### config.mk
export PLATFORM = sky130hd
export DESIGN_NAME = isa_io_bridge
export DESIGN_NICKNAME = d
export VERILOG_FILES = /design/src/rtl/isa_bridge_pkg.sv /design/src/rtl/isa_lane_swap.sv /design/src/rtl/isa_addr_map.sv /design/src/rtl/isa_bridge_seq.sv /design/src/rtl/isa_io_bridge.sv
export SDC_FILE = /design/constraint.sdc
export NUM_CORES = 1
export LEC_CHECK = 0
export ABC_AREA = 1
export BUFFER_PORTS_ARGS = -buffer_cell sky130_fd_sc_hd__buf_4
export CAP_MARGIN = 20
export CORE_ASPECT_RATIO = 1.1
export CORE_MARGIN = 4
export CORE_UTILIZATION = 40
export CTS_CLUSTER_DIAMETER = 100
export DETAILED_ROUTE_END_ITERATION = 7
export PLACE_DENSITY = 0.72
export SKIP_CTS_REPAIR_TIMING = 1
export SLEW_MARGIN = 5
export SYNTH_ARGS = -nofsm -noshare
export SYNTH_HDL_FRONTEND = slang
export SYNTH_SLANG_ARGS = --single-unit
### constraint.sdc
create_clock -name clk -period 2.1 [get_ports clk]
set_clock_uncertainty 0.05 [all_clocks]
set_input_delay 0.105 -clock clk [delete_from_list [all_inputs] [get_ports clk]]
set_output_delay 0.105 -clock clk [all_outputs]
set_load 0.01 [all_outputs]
### src/rtl/isa_bridge_pkg.sv
package isa_bridge_pkg;

   typedef enum logic [1:0] {
      SZ_BYTE = 2'd0,
      SZ_HALF = 2'd1,
      SZ_WORD = 2'd2
   } xfer_size_e;

   typedef enum logic [1:0] {
      ST_IDLE = 2'd0,
      ST_ISA  = 2'd1,
      ST_IACK = 2'd2,
      ST_DONE = 2'd3
   } seq_state_e;

endpackage

### src/rtl/isa_lane_swap.sv
module isa_lane_swap #(
   parameter int DATA_W = 32
) (
   input  logic [DATA_W-1:0] din,
   input  logic [1:0]        size,
   input  logic              big_endian,
   output logic [DATA_W-1:0] dout
);
   import isa_bridge_pkg::*;

   localparam int LANES = DATA_W / 8;

   logic [DATA_W-1:0] rev_word;
   logic [DATA_W-1:0] rev_half;

   generate
      for (genvar i = 0; i < LANES; i++) begin : g_lane
         assign rev_word[i*8 +: 8] = din[(LANES-1-i)*8 +: 8];
         if (i < 2) begin : g_low
            assign rev_half[i*8 +: 8] = din[(1-i)*8 +: 8];
         end else begin : g_high
            assign rev_half[i*8 +: 8] = din[i*8 +: 8];
         end
      end
   endgenerate

   always_comb begin
      dout = din;
      if (big_endian) begin
         case (xfer_size_e'(size))
            SZ_HALF: dout = rev_half;
            SZ_WORD: dout = rev_word;
            default: dout = din;
         endcase
      end
   end

endmodule

### src/rtl/isa_addr_map.sv
module isa_addr_map #(
   parameter int              ADDR_W    = 32,
   parameter int              PORT_W    = 16,
   parameter logic [ADDR_W-1:0] WIN_BASE = 32'h8000_0000,
   parameter int              WIN_LOG2  = 23,
   parameter int              PAGE_LOG2 = 12,
   parameter int              LO_BITS   = 5,
   parameter logic [ADDR_W-1:0] IACK_ADDR = 32'hBFFF_FFF0
) (
   input  logic [ADDR_W-1:0] cpu_addr,
   input  logic              map_sparse,
   output logic              hit_io,
   output logic              hit_iack,
   output logic [PORT_W-1:0] port_addr
);
   localparam int HI_W = PORT_W - LO_BITS;

   logic [PORT_W-1:0] flat_port;
   logic [PORT_W-1:0] sparse_port;

   assign hit_io      = (cpu_addr[ADDR_W-1:WIN_LOG2] == WIN_BASE[ADDR_W-1:WIN_LOG2]);
   assign hit_iack    = (cpu_addr == IACK_ADDR);
   assign flat_port   = cpu_addr[PORT_W-1:0];
   assign sparse_port = {cpu_addr[PAGE_LOG2+HI_W-1:PAGE_LOG2], cpu_addr[LO_BITS-1:0]};
   assign port_addr   = map_sparse ? sparse_port : flat_port;

endmodule

### src/rtl/isa_bridge_seq.sv
module isa_bridge_seq #(
   parameter int DATA_W = 32,
   parameter int PORT_W = 16
) (
   input  logic              clk,
   input  logic              rst_n,
   input  logic              cpu_rd,
   input  logic              cpu_wr,
   input  logic              hit_io,
   input  logic              hit_iack,
   input  logic [PORT_W-1:0] port_addr,
   input  logic [1:0]        cpu_size,
   input  logic              cpu_big_endian,
   input  logic [DATA_W-1:0] wdata_sw,
   input  logic              isa_ack,
   input  logic              iack_valid,
   input  logic [DATA_W-1:0] rdata_sw,
   output logic [PORT_W-1:0] isa_addr,
   output logic [1:0]        isa_size,
   output logic [DATA_W-1:0] isa_wdata,
   output logic              isa_rd,
   output logic              isa_wr,
   output logic              iack_req,
   output logic              cpu_ready,
   output logic [DATA_W-1:0] cpu_rdata,
   output logic [1:0]        lat_size,
   output logic              lat_be,
   output logic              sel_vec
);
   import isa_bridge_pkg::*;

   seq_state_e state;
   logic       is_rd;

   assign is_rd = cpu_rd;

   always_ff @(posedge clk or negedge rst_n) begin
      if (!rst_n) begin
         state     <= ST_IDLE;
         isa_addr  <= '0;
         isa_size  <= '0;
         isa_wdata <= '0;
         isa_rd    <= 1'b0;
         isa_wr    <= 1'b0;
         iack_req  <= 1'b0;
         cpu_ready <= 1'b0;
         cpu_rdata <= '0;
         lat_size  <= '0;
         lat_be    <= 1'b0;
         sel_vec   <= 1'b0;
      end else begin
         case (state)
            ST_IDLE: begin
               if (cpu_rd || cpu_wr) begin
                  lat_size <= cpu_size;
                  lat_be   <= cpu_big_endian;
                  if (hit_io) begin
                     isa_addr  <= port_addr;
                     isa_size  <= cpu_size;
                     isa_wdata <= is_rd ? '0 : wdata_sw;
                     isa_rd    <= is_rd;
                     isa_wr    <= !is_rd;
                     sel_vec   <= 1'b0;
                     state     <= ST_ISA;
                  end else if (hit_iack && is_rd) begin
                     iack_req <= 1'b1;
                     sel_vec  <= 1'b1;
                     state    <= ST_IACK;
                  end else begin
                     cpu_ready <= 1'b1;
                     cpu_rdata <= '0;
                     state     <= ST_DONE;
                  end
               end
            end
            ST_ISA: begin
               if (isa_ack) begin
                  isa_rd    <= 1'b0;
                  isa_wr    <= 1'b0;
                  cpu_ready <= 1'b1;
                  cpu_rdata <= isa_rd ? rdata_sw : '0;
                  state     <= ST_DONE;
               end
            end
            ST_IACK: begin
               if (iack_valid) begin
                  iack_req  <= 1'b0;
                  cpu_ready <= 1'b1;
                  cpu_rdata <= rdata_sw;
                  state     <= ST_DONE;
               end
            end
            default: begin
               cpu_ready <= 1'b0;
               cpu_rdata <= '0;
               state     <= ST_IDLE;
            end
         endcase
      end
   end

endmodule

### src/rtl/isa_io_bridge.sv
module isa_io_bridge #(
   parameter int                ADDR_W    = 32,
   parameter int                DATA_W    = 32,
   parameter int                PORT_W    = 16,
   parameter int                VEC_W     = 8,
   parameter logic [ADDR_W-1:0] WIN_BASE  = 32'h8000_0000,
   parameter int                WIN_LOG2  = 23,
   parameter int                PAGE_LOG2 = 12,
   parameter int                LO_BITS   = 5,
   parameter logic [ADDR_W-1:0] IACK_ADDR = 32'hBFFF_FFF0
) (
   input  logic              clk,
   input  logic              rst_n,
   input  logic              cpu_rd,
   input  logic              cpu_wr,
   input  logic [ADDR_W-1:0] cpu_addr,
   input  logic [1:0]        cpu_size,
   input  logic [DATA_W-1:0] cpu_wdata,
   input  logic              cpu_big_endian,
   input  logic              map_sparse,
   output logic [DATA_W-1:0] cpu_rdata,
   output logic              cpu_ready,
   output logic [PORT_W-1:0] isa_addr,
   output logic [1:0]        isa_size,
   output logic [DATA_W-1:0] isa_wdata,
   output logic              isa_rd,
   output logic              isa_wr,
   input  logic [DATA_W-1:0] isa_rdata,
   input  logic              isa_ack,
   output logic              iack_req,
   input  logic [VEC_W-1:0]  iack_vector,
   input  logic              iack_valid
);
   localparam int HI_W = PORT_W - LO_BITS;

   initial begin : elab_checks
      assert (DATA_W >= 32 && DATA_W % 8 == 0)
         else $fatal(1, "DATA_W must be a multiple of 8 and at least 32");
      assert (VEC_W > 0 && VEC_W < DATA_W)
         else $fatal(1, "VEC_W must be narrower than DATA_W");
      assert (LO_BITS > 0 && LO_BITS < PORT_W && LO_BITS <= PAGE_LOG2)
         else $fatal(1, "LO_BITS out of range");
      assert (PAGE_LOG2 + HI_W <= WIN_LOG2 && PORT_W <= WIN_LOG2)
         else $fatal(1, "window too small for the port layouts");
      assert (WIN_LOG2 < ADDR_W)
         else $fatal(1, "window larger than address space");
   end

   logic              hit_io;
   logic              hit_iack;
   logic [PORT_W-1:0] port_addr;
   logic [DATA_W-1:0] wdata_sw;
   logic [DATA_W-1:0] rd_src;
   logic [DATA_W-1:0] rdata_sw;
   logic [1:0]        lat_size;
   logic              lat_be;
   logic              sel_vec;

   isa_addr_map #(
      .ADDR_W(ADDR_W), .PORT_W(PORT_W), .WIN_BASE(WIN_BASE), .WIN_LOG2(WIN_LOG2),
      .PAGE_LOG2(PAGE_LOG2), .LO_BITS(LO_BITS), .IACK_ADDR(IACK_ADDR)
   ) u_map (
      .cpu_addr  (cpu_addr),
      .map_sparse(map_sparse),
      .hit_io    (hit_io),
      .hit_iack  (hit_iack),
      .port_addr (port_addr)
   );

   isa_lane_swap #(.DATA_W(DATA_W)) u_wswap (
      .din       (cpu_wdata),
      .size      (cpu_size),
      .big_endian(cpu_big_endian),
      .dout      (wdata_sw)
   );

   assign rd_src = sel_vec ? {{(DATA_W-VEC_W){1'b0}}, iack_vector} : isa_rdata;

   isa_lane_swap #(.DATA_W(DATA_W)) u_rswap (
      .din       (rd_src),
      .size      (lat_size),
      .big_endian(lat_be),
      .dout      (rdata_sw)
   );

   isa_bridge_seq #(.DATA_W(DATA_W), .PORT_W(PORT_W)) u_seq (
      .clk           (clk),
      .rst_n         (rst_n),
      .cpu_rd        (cpu_rd),
      .cpu_wr        (cpu_wr),
      .hit_io        (hit_io),
      .hit_iack      (hit_iack),
      .port_addr     (port_addr),
      .cpu_size      (cpu_size),
      .cpu_big_endian(cpu_big_endian),
      .wdata_sw      (wdata_sw),
      .isa_ack       (isa_ack),
      .iack_valid    (iack_valid),
      .rdata_sw      (rdata_sw),
      .isa_addr      (isa_addr),
      .isa_size      (isa_size),
      .isa_wdata     (isa_wdata),
      .isa_rd        (isa_rd),
      .isa_wr        (isa_wr),
      .iack_req      (iack_req),
      .cpu_ready     (cpu_ready),
      .cpu_rdata     (cpu_rdata),
      .lat_size      (lat_size),
      .lat_be        (lat_be),
      .sel_vec       (sel_vec)
   );

endmodule

==> results.toml, run 1 <==
[run_status]
violations = "negative hold slack"
status = "finished, violations left"

[layout]
fillers = 1371
diodes = 0
multi_input_area_um2 = 2776
final_cell_mix = "nand2_1, buf_4, dfrtp_1"
drive_above_1_share = 0.2510
finalNetCount = 1124
syn2layout_area_growth_pct = 38.14
final_common_cell = "nand2_1"
fin_area_um2 = 7762
seqCellArea_um2 = 2302

[global_routing]
overflow = 0
antenna_found_initial = 0
grt_max_degree = 47
grt_pass1_vias = 5907
grt_first_pass_wirelength_mm = 30.35
track_usage = 0.2352

[synthesis]
synth_edf_count = 0
ys_types = 25
yosysWarnings = 0
synthTopCellsByArea = "dfrtp_1, nand2_1, nand3_1"
synthCells = 808
syn_area_per_cell_um2 = 6.954
ys_async_sr_fraction = 1.000
synth_top_cell_by_area = "dfrtp_1"
synth_nets = 933
synth_seq_cells = 92
synth_top_area_frac = 0.4097
synth_flop_cell = "dfrtp_1"
ys_seq_area_frac = 0.4097
synthesis.area_um2 = 5619

[timing]
fin_setup_tns_ns = 0
fin_crit_sh = 0.9185
setup_viol = 0
fmax_mhz = 518.5
max_slew.worst_pin.slew_ns = 0.6631
min_period_ns = 1.929
slew_violations = 0
finalHoldViolations = 1
max_slew_margin = 0.5579
worst_hold_slack_ns = -0.001179
rsz0062_at_grt = "no"

[detailed_routing]
vias_per_cell = 5.146
drtPass1Iterations = 5
drc = 0
wl_mm = 19.31
ant_nets = 0
wl_per_cell_um = 16.20
via_count = 6134
drtIter0Drc = 477

[critical_path]
crit_fanout = 11
r2r-start = "u_seq.state[0]$_DFFE_PN0P_"
cp_data_arrival_time_ns = 2.16
cpPeakStageDelay_ns = 0.42
cp-end-kind = "flop"
r2r_end = "u_seq.cpu_rdata[24]$_DFFE_PN0P_"
cpLargestDelayFamily = "compound AO/OA/AOI/OAI gates"
crit_path_top_delay_cell = "dfrtp_1"
rrSetupSlack_ns = 0.17
path_common_cell = "inv_1"
start_kind = "flop"
crit_type = "flop to flop"
cp_cell_sequence = "inv_1 > ha_1 > inv_1 > a21oi_4 > clkinvlp_4 > a21oi_1 > nand4_1 > nand2_1"
cp_num_buf_inv = 3
worst-endpoint-required_ns = 2.33
reg2reg_depth = 8

[clock_network]
cts_tree = "yes"
cts_root_buf = "clkbuf_16"
numCtsBuffers = 9
worstSkewPairLatency_ns = 0.34
cts.sinks = 92
htreeDepth = 3
clock_path_buffers = 2
cts.clk_slew.worst_paths_ns = 0.07

[floorplan]
num_io_pins = 200
fp.dieW_um = 121.0
die_y_um = 132.3
core_um2 = 13790
dieArea_um2 = 16010
placement_rows = 45
start_util = 0.4073

[placed_design]
place_area_um2 = 7385
dp_hpwl_mm = 14.38
io_buffers = 199
place_congestion = 0.9223

[run]
max-cap-violations = 0

[hold_path]
min-delay-start = "cpu_big_endian"
min_path_type = "input pin to flop"
worst_hold_path.endpoint = "u_seq.lat_be$_DFFE_PN0P_"
hold_depth = 3

[pwr]
p_per_area_nw_per_um2 = 961.0
ir_drop_v = 0.0004502
leakage_nw = 4.349
## Yosys cell counts (2+ instances only)
cell type and count:
a21oi_1 29, inv_1 87, ha_1 11, dfrtp_1 92
buf_4 3, mux2i_1 11, o22ai_1 15, clkbuf_1 26
o21ai_0 55, o221ai_1 15, nor2_1 64, nand4_1 37
inv_2 2, buf_2 19, nand3_1 69, nand2_1 264
## flip-flops by register name, summed over array words and instances (netlist names), 2 cells and up
| signal | cells |
|---|---|
| u_seq.lat_size | 2 |
| u_seq.isa_wdata | 32 |
| u_seq.cpu_rdata | 32 |
| u_seq.state | 2 |
| u_seq.isa_addr | 16 |
| u_seq.isa_size | 2 |
## metrics by stage
step | power (mW) | util | instances | worst slack, ns | hold WS, ns
2_1_floorplan | 4.280 | - | 808 | 0.2953 | -0.2406
3_3_place_gp | 5.682 | 0.5353 | 1171 | 0.2075 | 0.1232
3_5_place_dp | 5.725 | 0.5353 | 1171 | 0.1416 | 0.1314
4_1_cts | 7.432 | 0.5579 | 1187 | 0.07597 | -0.2335
5_1_grt | 7.991 | 0.5627 | 1192 | 0.04549 | 0.03506
6_report | 7.459 | 0.5627 | 1192 | 0.1712 | -0.001179
## final cells by class
class | count | share of cell area
well taps | 188 | 0.03030
clock buffers | 10 | 0.03079
inverters | 90 | 0.04449
clock inverters | 6 | 0.009349
repair buffers | 228 | 0.2299
multi-input cells | 577 | 0.3577
flip-flops and latches | 92 | 0.2966
repair inverters | 1 | 0.0009671
## report_power, final
part | switching, mW | internal (mW)
Clock | 0.718 | 0.968
Sequential | 0.251 | 2.14
Combinational | 2.01 | 1.37
## metal layers
| layer | global-route usage | share of wire |
|---|---|---|
| met4 | 0.09005 | 0.032 |
| met2 | 0.3843 | 0.48 |
| met5 | 0 | 0 |
| met3 | 0.06009 | 0.079 |
| met1 | 0.2981 | 0.41 |
## tightest hold or removal path, stage by stage
cell and delay, ns:
buf_4 0.07, inv_1 0.05, a21oi_1 0.12
## worst max-delay path by stage
stage / start / cells past startpoint / to / slack, ns
2_1_floorplan: u_seq.state[0]$_DFFE_PN0P_ / 10 / u_seq.isa_wdata[27]$_DFFE_PN0P_ / 0.30
3_3_place_gp: u_seq.state[0]$_DFFE_PN0P_ / 8 / u_seq.cpu_rdata[15]$_DFFE_PN0P_ / 0.21
3_5_place_dp: u_seq.state[0]$_DFFE_PN0P_ / 8 / u_seq.cpu_rdata[15]$_DFFE_PN0P_ / 0.14
4_1_cts: u_seq.state[0]$_DFFE_PN0P_ / 8 / u_seq.cpu_rdata[24]$_DFFE_PN0P_ / 0.08
5_1_grt: u_seq.lat_size[0]$_DFFE_PN0P_ / 11 / u_seq.cpu_rdata[14]$_DFFE_PN0P_ / 0.05
6_report: u_seq.state[0]$_DFFE_PN0P_ / 8 / u_seq.cpu_rdata[24]$_DFFE_PN0P_ / 0.17
## cells by family (layout without fill, tap and decap cells)
| kind of cell | after synthesis | count (layout) | synth area share |
|---|---|---|---|
| AO/OA/AOI/OAI | 116 | 116 | 0.1173 |
| AND/OR/NAND/NOR | 439 | 439 | 0.3298 |
| flip-flops | 92 | 92 | 0.4097 |
| buffers and inverters | 139 | 335 | 0.09908 |
| multiplexers | 11 | 11 | 0.01960 |
| adder cells (fa/ha/maj) | 11 | 11 | 0.02449 |
Note: power is estimated with default switching activity, not from simulation.
==> run 2: changes to the inputs <==
Settings changed: CTS_BUF_LIST set to sky130_fd_sc_hd__clkbuf_8.
==> results.toml, run 2 (synthesis results as in run 1) <==
[timing]
fin_crit_sh = 0.9523
slew_violations = 0
finalHoldViolations = 1
max_slew.worst_pin.slew_ns = 0.6566
min_period_ns = 2.000
setup_viol = 0
fmax_mhz = 500.0
worst_hold_slack_ns = -0.01162
max_slew_margin = 0.5623

[critical_path]
rrSetupSlack_ns = 0.10
crit_fanout = 11
setup.worst_path.end = "u_seq.cpu_rdata[24]$_DFFE_PN0P_"
r2r-start = "u_seq.state[0]$_DFFE_PN0P_"
start_kind = "flop"
cp_data_arrival_time_ns = 2.26
worst-endpoint-required_ns = 2.36
reg2reg_depth = 8
cp-end-kind = "flop"
r2r_end = "u_seq.cpu_rdata[24]$_DFFE_PN0P_"
crit_type = "flop to flop"
critPathLaunch = "u_seq.state[0]$_DFFE_PN0P_"

[layout]
layoutNonFillerInstCount = 1194
finalNetCount = 1126
reg_top3 = "u_seq.cpu_rdata (32), u_seq.isa_wdata (32), u_seq.isa_addr (16)"
diodes = 0
fillers = 1391
final_common_cell = "nand2_1"
drive_above_1_share = 0.2505
syn2layout_area_growth_pct = 36.56
fin_area_um2 = 7674
final_cell_mix = "nand2_1, buf_4, dfrtp_1"
fin_util = 0.5563

[clock_network]
cts.clk_slew.worst_paths_ns = 0.09
cts.sinks = 92
clock_path_buffers = 2
worstSkewPairLatency_ns = 0.37
numCtsBuffers = 9
cts_tree = "yes"
cts_root_buf = "clkbuf_8"
htreeDepth = 3

[placed_design]
dp_hpwl_mm = 14.38
place_inst = 1171
place_area_um2 = 7385
io_buffers = 199
place_congestion = 0.9223

[floorplan]
num_io_pins = 200
placement_rows = 45
fp.dieW_um = 121.0
core_um2 = 13790
start_util = 0.4073
dieArea_um2 = 16010
die_y_um = 132.3

[global_routing]
grt_pass1_vias = 5839
track_usage = 0.2338
overflow = 0
grt_max_degree = 47
grt_first_pass_wirelength_mm = 30.15
antenna_found_initial = 0

[detailed_routing]
wl_mm = 19.10
ant_nets = 0
wl_per_cell_um = 15.99
vias_per_cell = 5.124
drc = 0
drtIter0Drc = 449
drtPass1Iterations = 5
via_count = 6118

[hold_path]
min-delay-start = "cpu_addr[0]"
hold_depth = 3
min_path_type = "input pin to flop"

[pwr]
p_total_mw = 7.004
ir_drop_v = 0.0004475
leakage_nw = 4.310
p_per_area_nw_per_um2 = 912.8

[run]
max-cap-violations = 0

[run_status]
status = "finished, violations left"
violations = "negative hold slack"
run 2: cell count changes in the layout (fill, tap and decap cells not counted), sizes merged:
cell / before / now
dlygate4sd3: 4 / 6
run 2: per-stage QoR:
| step | setup WS [ns] | hold WS [ns] | setup TNS, ns |
|---|---|---|---|
| global placement | 0.2075 | 0.1232 | 0 |
| finish | 0.1001 | -0.01162 | 0 |
| CTS | 0.1422 | -0.2742 | 0 |
| floorplan | 0.2953 | -0.2406 | 0 |
| detailed placement | 0.1416 | 0.1314 | 0 |
| global route | -0.002215 | 0.001415 | -0.002215 |
run 2: worst min path at each step:
stage,end,slack (ns)
global route,u_seq.isa_addr[10]$_DFFE_PN0P_,0.001
global placement,u_seq.cpu_rdata[11]$_DFFE_PN0P_,0.12
CTS,u_seq.isa_addr[12]$_DFFE_PN0P_,-0.27
finish,u_seq.isa_addr[0]$_DFFE_PN0P_,-0.01
detailed placement,u_seq.cpu_rdata[11]$_DFFE_PN0P_,0.13
floorplan,u_seq.cpu_rdata[0]$_DFFE_PN0P_,-0.24
run 2: critical path, stage by stage, from the launching register on:
cell,delay (ns)
dfrtp_1,0.43
inv_1,0.08
ha_1,0.28
inv_1,0.07
a21oi_2,0.28
clkinvlp_4,0.34
a21oi_1,0.22
nand4_1,0.11
nand2_1,0.09
run 2: report_power, final:
part / total, mW / switching (mW) / internal [mW] / leakage [nW]
sequential: 2.38 / 0.246 / 2.13 / 1.26
clock: 1.27 / 0.669 / 0.596 / 0.108
combinational: 3.36 / 1.99 / 1.37 / 2.94
total: 7.00 / 2.91 / 4.10 / 4.31
run 2: metal layers:
layer	share of wire	GRT usage	wire length, um	up-vias
met5	0	0	0	-
met4	0.027	0.09068	513	0
met3	0.083	0.05794	1588	34
met2	0.48	0.3763	9228	264
met1	0.41	0.3022	7765	2807
li1	-	-	-	3013
run 2: cell type report:
type | count | area, um2 | share of cell area
Timing Repair Buffer | 230 | 1804 | 0.2351
Clock buffer | 10 | 137.6 | 0.01794
Clock inverter | 6 | 72.57 | 0.009457
Timing Repair inverter | 1 | 7.507 | 0.0009783
Sequential cell | 92 | 2302 | 0.3000
Inverter | 90 | 345.3 | 0.04500
Multi-Input combinational cell | 577 | 2769 | 0.3608
Tap cell | 188 | 235.2 | 0.03065
==> run 3: changes to the inputs <==
Settings changed: PLACE_DENSITY 0.72 to not set, PLACE_DENSITY_LB_ADDON set to 0.08, TNS_END_PERCENT set to 1.
==> results.toml, run 3 (synthesis results as in run 1) <==
[run_status]
status = "finished, violations left"
violations = "negative hold slack"

[layout]
final_cell_mix = "nand2_1, buf_4, dfrtp_1"
diodes = 0
layoutNonFillerInstCount = 1197
reg_top3 = "u_seq.cpu_rdata (32), u_seq.isa_wdata (32), u_seq.isa_addr (16)"
syn2layout_area_growth_pct = 37.03
drive_above_1_share = 0.2507
finalNetCount = 1129
final_common_cell = "nand2_1"

[critical_path]
worst-endpoint-required_ns = 2.37
r2r-start = "u_seq.state[0]$_DFFE_PN0P_"
start_kind = "flop"
rrSetupSlack_ns = 0.20
crit_fanout = 11
reg2reg_depth = 10
r2r_end = "u_seq.cpu_rdata[18]$_DFFE_PN0P_"
crit_type = "flop to flop"
cp_data_arrival_time_ns = 2.17
cp-end-kind = "flop"

[global_routing]
grt_pass1_vias = 5796
track_usage = 0.2287
antenna_found_initial = 0
overflow = 0
grt_first_pass_wirelength_mm = 29.59
grt_max_degree = 69

[timing]
slew_violations = 0
fmax_mhz = 526.9
worst_hold_slack_ns = -0.006316
rsz0062_at_grt = "no"
max_slew_margin = 0.5700
setup_viol = 0
fin_crit_sh = 0.9038
finalHoldViolations = 2
min_period_ns = 1.898
fin_setup_tns_ns = 0
max_slew.worst_pin.slew_ns = 0.6450

[placed_design]
place_inst = 1169
io_buffers = 199
dp_hpwl_mm = 13.58
place_congestion = 0.9451

[detailed_routing]
wl_mm = 18.55
drtPass1Iterations = 5
ant_nets = 0
drtIter0Drc = 338
vias_per_cell = 5.040
drc = 0
wl_per_cell_um = 15.50
via_count = 6033

[clock_network]
clock_path_buffers = 2
cts_root_buf = "clkbuf_8"
cts_tree = "yes"
cts.clk_slew.worst_paths_ns = 0.10
cts.sinks = 92
htreeDepth = 3
numCtsBuffers = 9
worstSkewPairLatency_ns = 0.38

[run]
max-cap-violations = 0

[hold_path]
min_path_type = "input pin to flop"
min-delay-start = "cpu_addr[3]"
hold_depth = 3
worst_hold_path.endpoint = "u_seq.isa_addr[3]$_DFFE_PN0P_"

[pwr]
p_per_area_nw_per_um2 = 926.3
ir_drop_v = 0.0006468
leakage_nw = 4.314

[floorplan]
core_um2 = 13790
start_util = 0.4073
fp.dieW_um = 121.0
placement_rows = 45
dieArea_um2 = 16010
die_y_um = 132.3
num_io_pins = 200
run 3: cell count changes in the layout (fill, tap and decap cells not counted), sizes merged:
cell / before / now
dlygate4sd3: 6 / 7
buf: 224 / 225
inv: 89 / 90
clkinv: 4 / 2
clkinvlp: 3 / 5
run 3: metal layers:
layer | track usage | up-vias | share of wire
li1 | - | 3030 | -
met1 | 0.2916 | 2724 | 0.41
met2 | 0.3716 | 237 | 0.48
met3 | 0.05622 | 42 | 0.076
met4 | 0.09068 | 0 | 0.031
met5 | 0 | - | 0
run 3: worst max-delay path, cell delays in order, from the launching register on:
cell,delay [ns]
dfrtp_1,0.44
inv_1,0.10
ha_1,0.30
inv_1,0.08
a21oi_4,0.18
buf_4,0.16
clkinvlp_4,0.06
buf_4,0.17
a21oi_1,0.12
nand4_1,0.10
nand2_1,0.09
run 3: area by class of cell:
| class | instances | area, um2 |
|---|---|---|
| Clock buffer | 10 | 137.6 |
| Sequential cell | 92 | 2302 |
| Inverter | 90 | 341.6 |
| Multi-Input combinational cell | 577 | 2776 |
| Timing Repair Buffer | 232 | 1822 |
| Timing Repair inverter | 2 | 15.01 |
| Fill cell | 1382 | 6095 |
| Clock inverter | 6 | 70.07 |
| Tap cell | 188 | 235.2 |
run 3: worst max path at each step:
stage                                 endpoint  depth (start not counted)  slack (ns)                        from
2_1_floorplan  u_seq.isa_wdata[27]$_DFFE_PN0P_                         10        0.30  u_seq.state[0]$_DFFE_PN0P_
3_3_place_gp    u_seq.cpu_rdata[8]$_DFFE_PN0P_                          8        0.21  u_seq.state[0]$_DFFE_PN0P_
5_1_grt         u_seq.cpu_rdata[9]$_DFFE_PN0P_                         10        0.06  u_seq.state[0]$_DFFE_PN0P_
3_5_place_dp   u_seq.cpu_rdata[10]$_DFFE_PN0P_                          8        0.15  u_seq.state[0]$_DFFE_PN0P_
4_1_cts        u_seq.cpu_rdata[10]$_DFFE_PN0P_                          8        0.13  u_seq.state[0]$_DFFE_PN0P_
6_report       u_seq.cpu_rdata[18]$_DFFE_PN0P_                         10        0.20  u_seq.state[0]$_DFFE_PN0P_
run 3: report_power, final:
| part | switching [mW] | total (mW) | internal (mW) |
|---|---|---|---|
| clock network | 0.691 | 1.28 | 0.593 |
| registers | 0.250 | 2.38 | 2.13 |
| logic | 2.02 | 3.46 | 1.44 |
| total | 2.96 | 7.13 | 4.17 |
run 3: metrics by stage:
step	hold WS, ns	utilization	total power, mW	worst slack (ns)	area [um2]
after floorplan	-0.2406	-	4.280	0.2953	5619
after global placement	-0.08721	0.5342	5.706	0.2129	7370
after detailed placement	-0.08832	0.5342	5.738	0.1450	7370
after CTS	-0.5126	0.5493	7.045	0.1325	7577
after global routing	0.008084	0.5582	7.695	0.06438	7700
final	-0.006316	0.5582	7.132	0.2021	7700
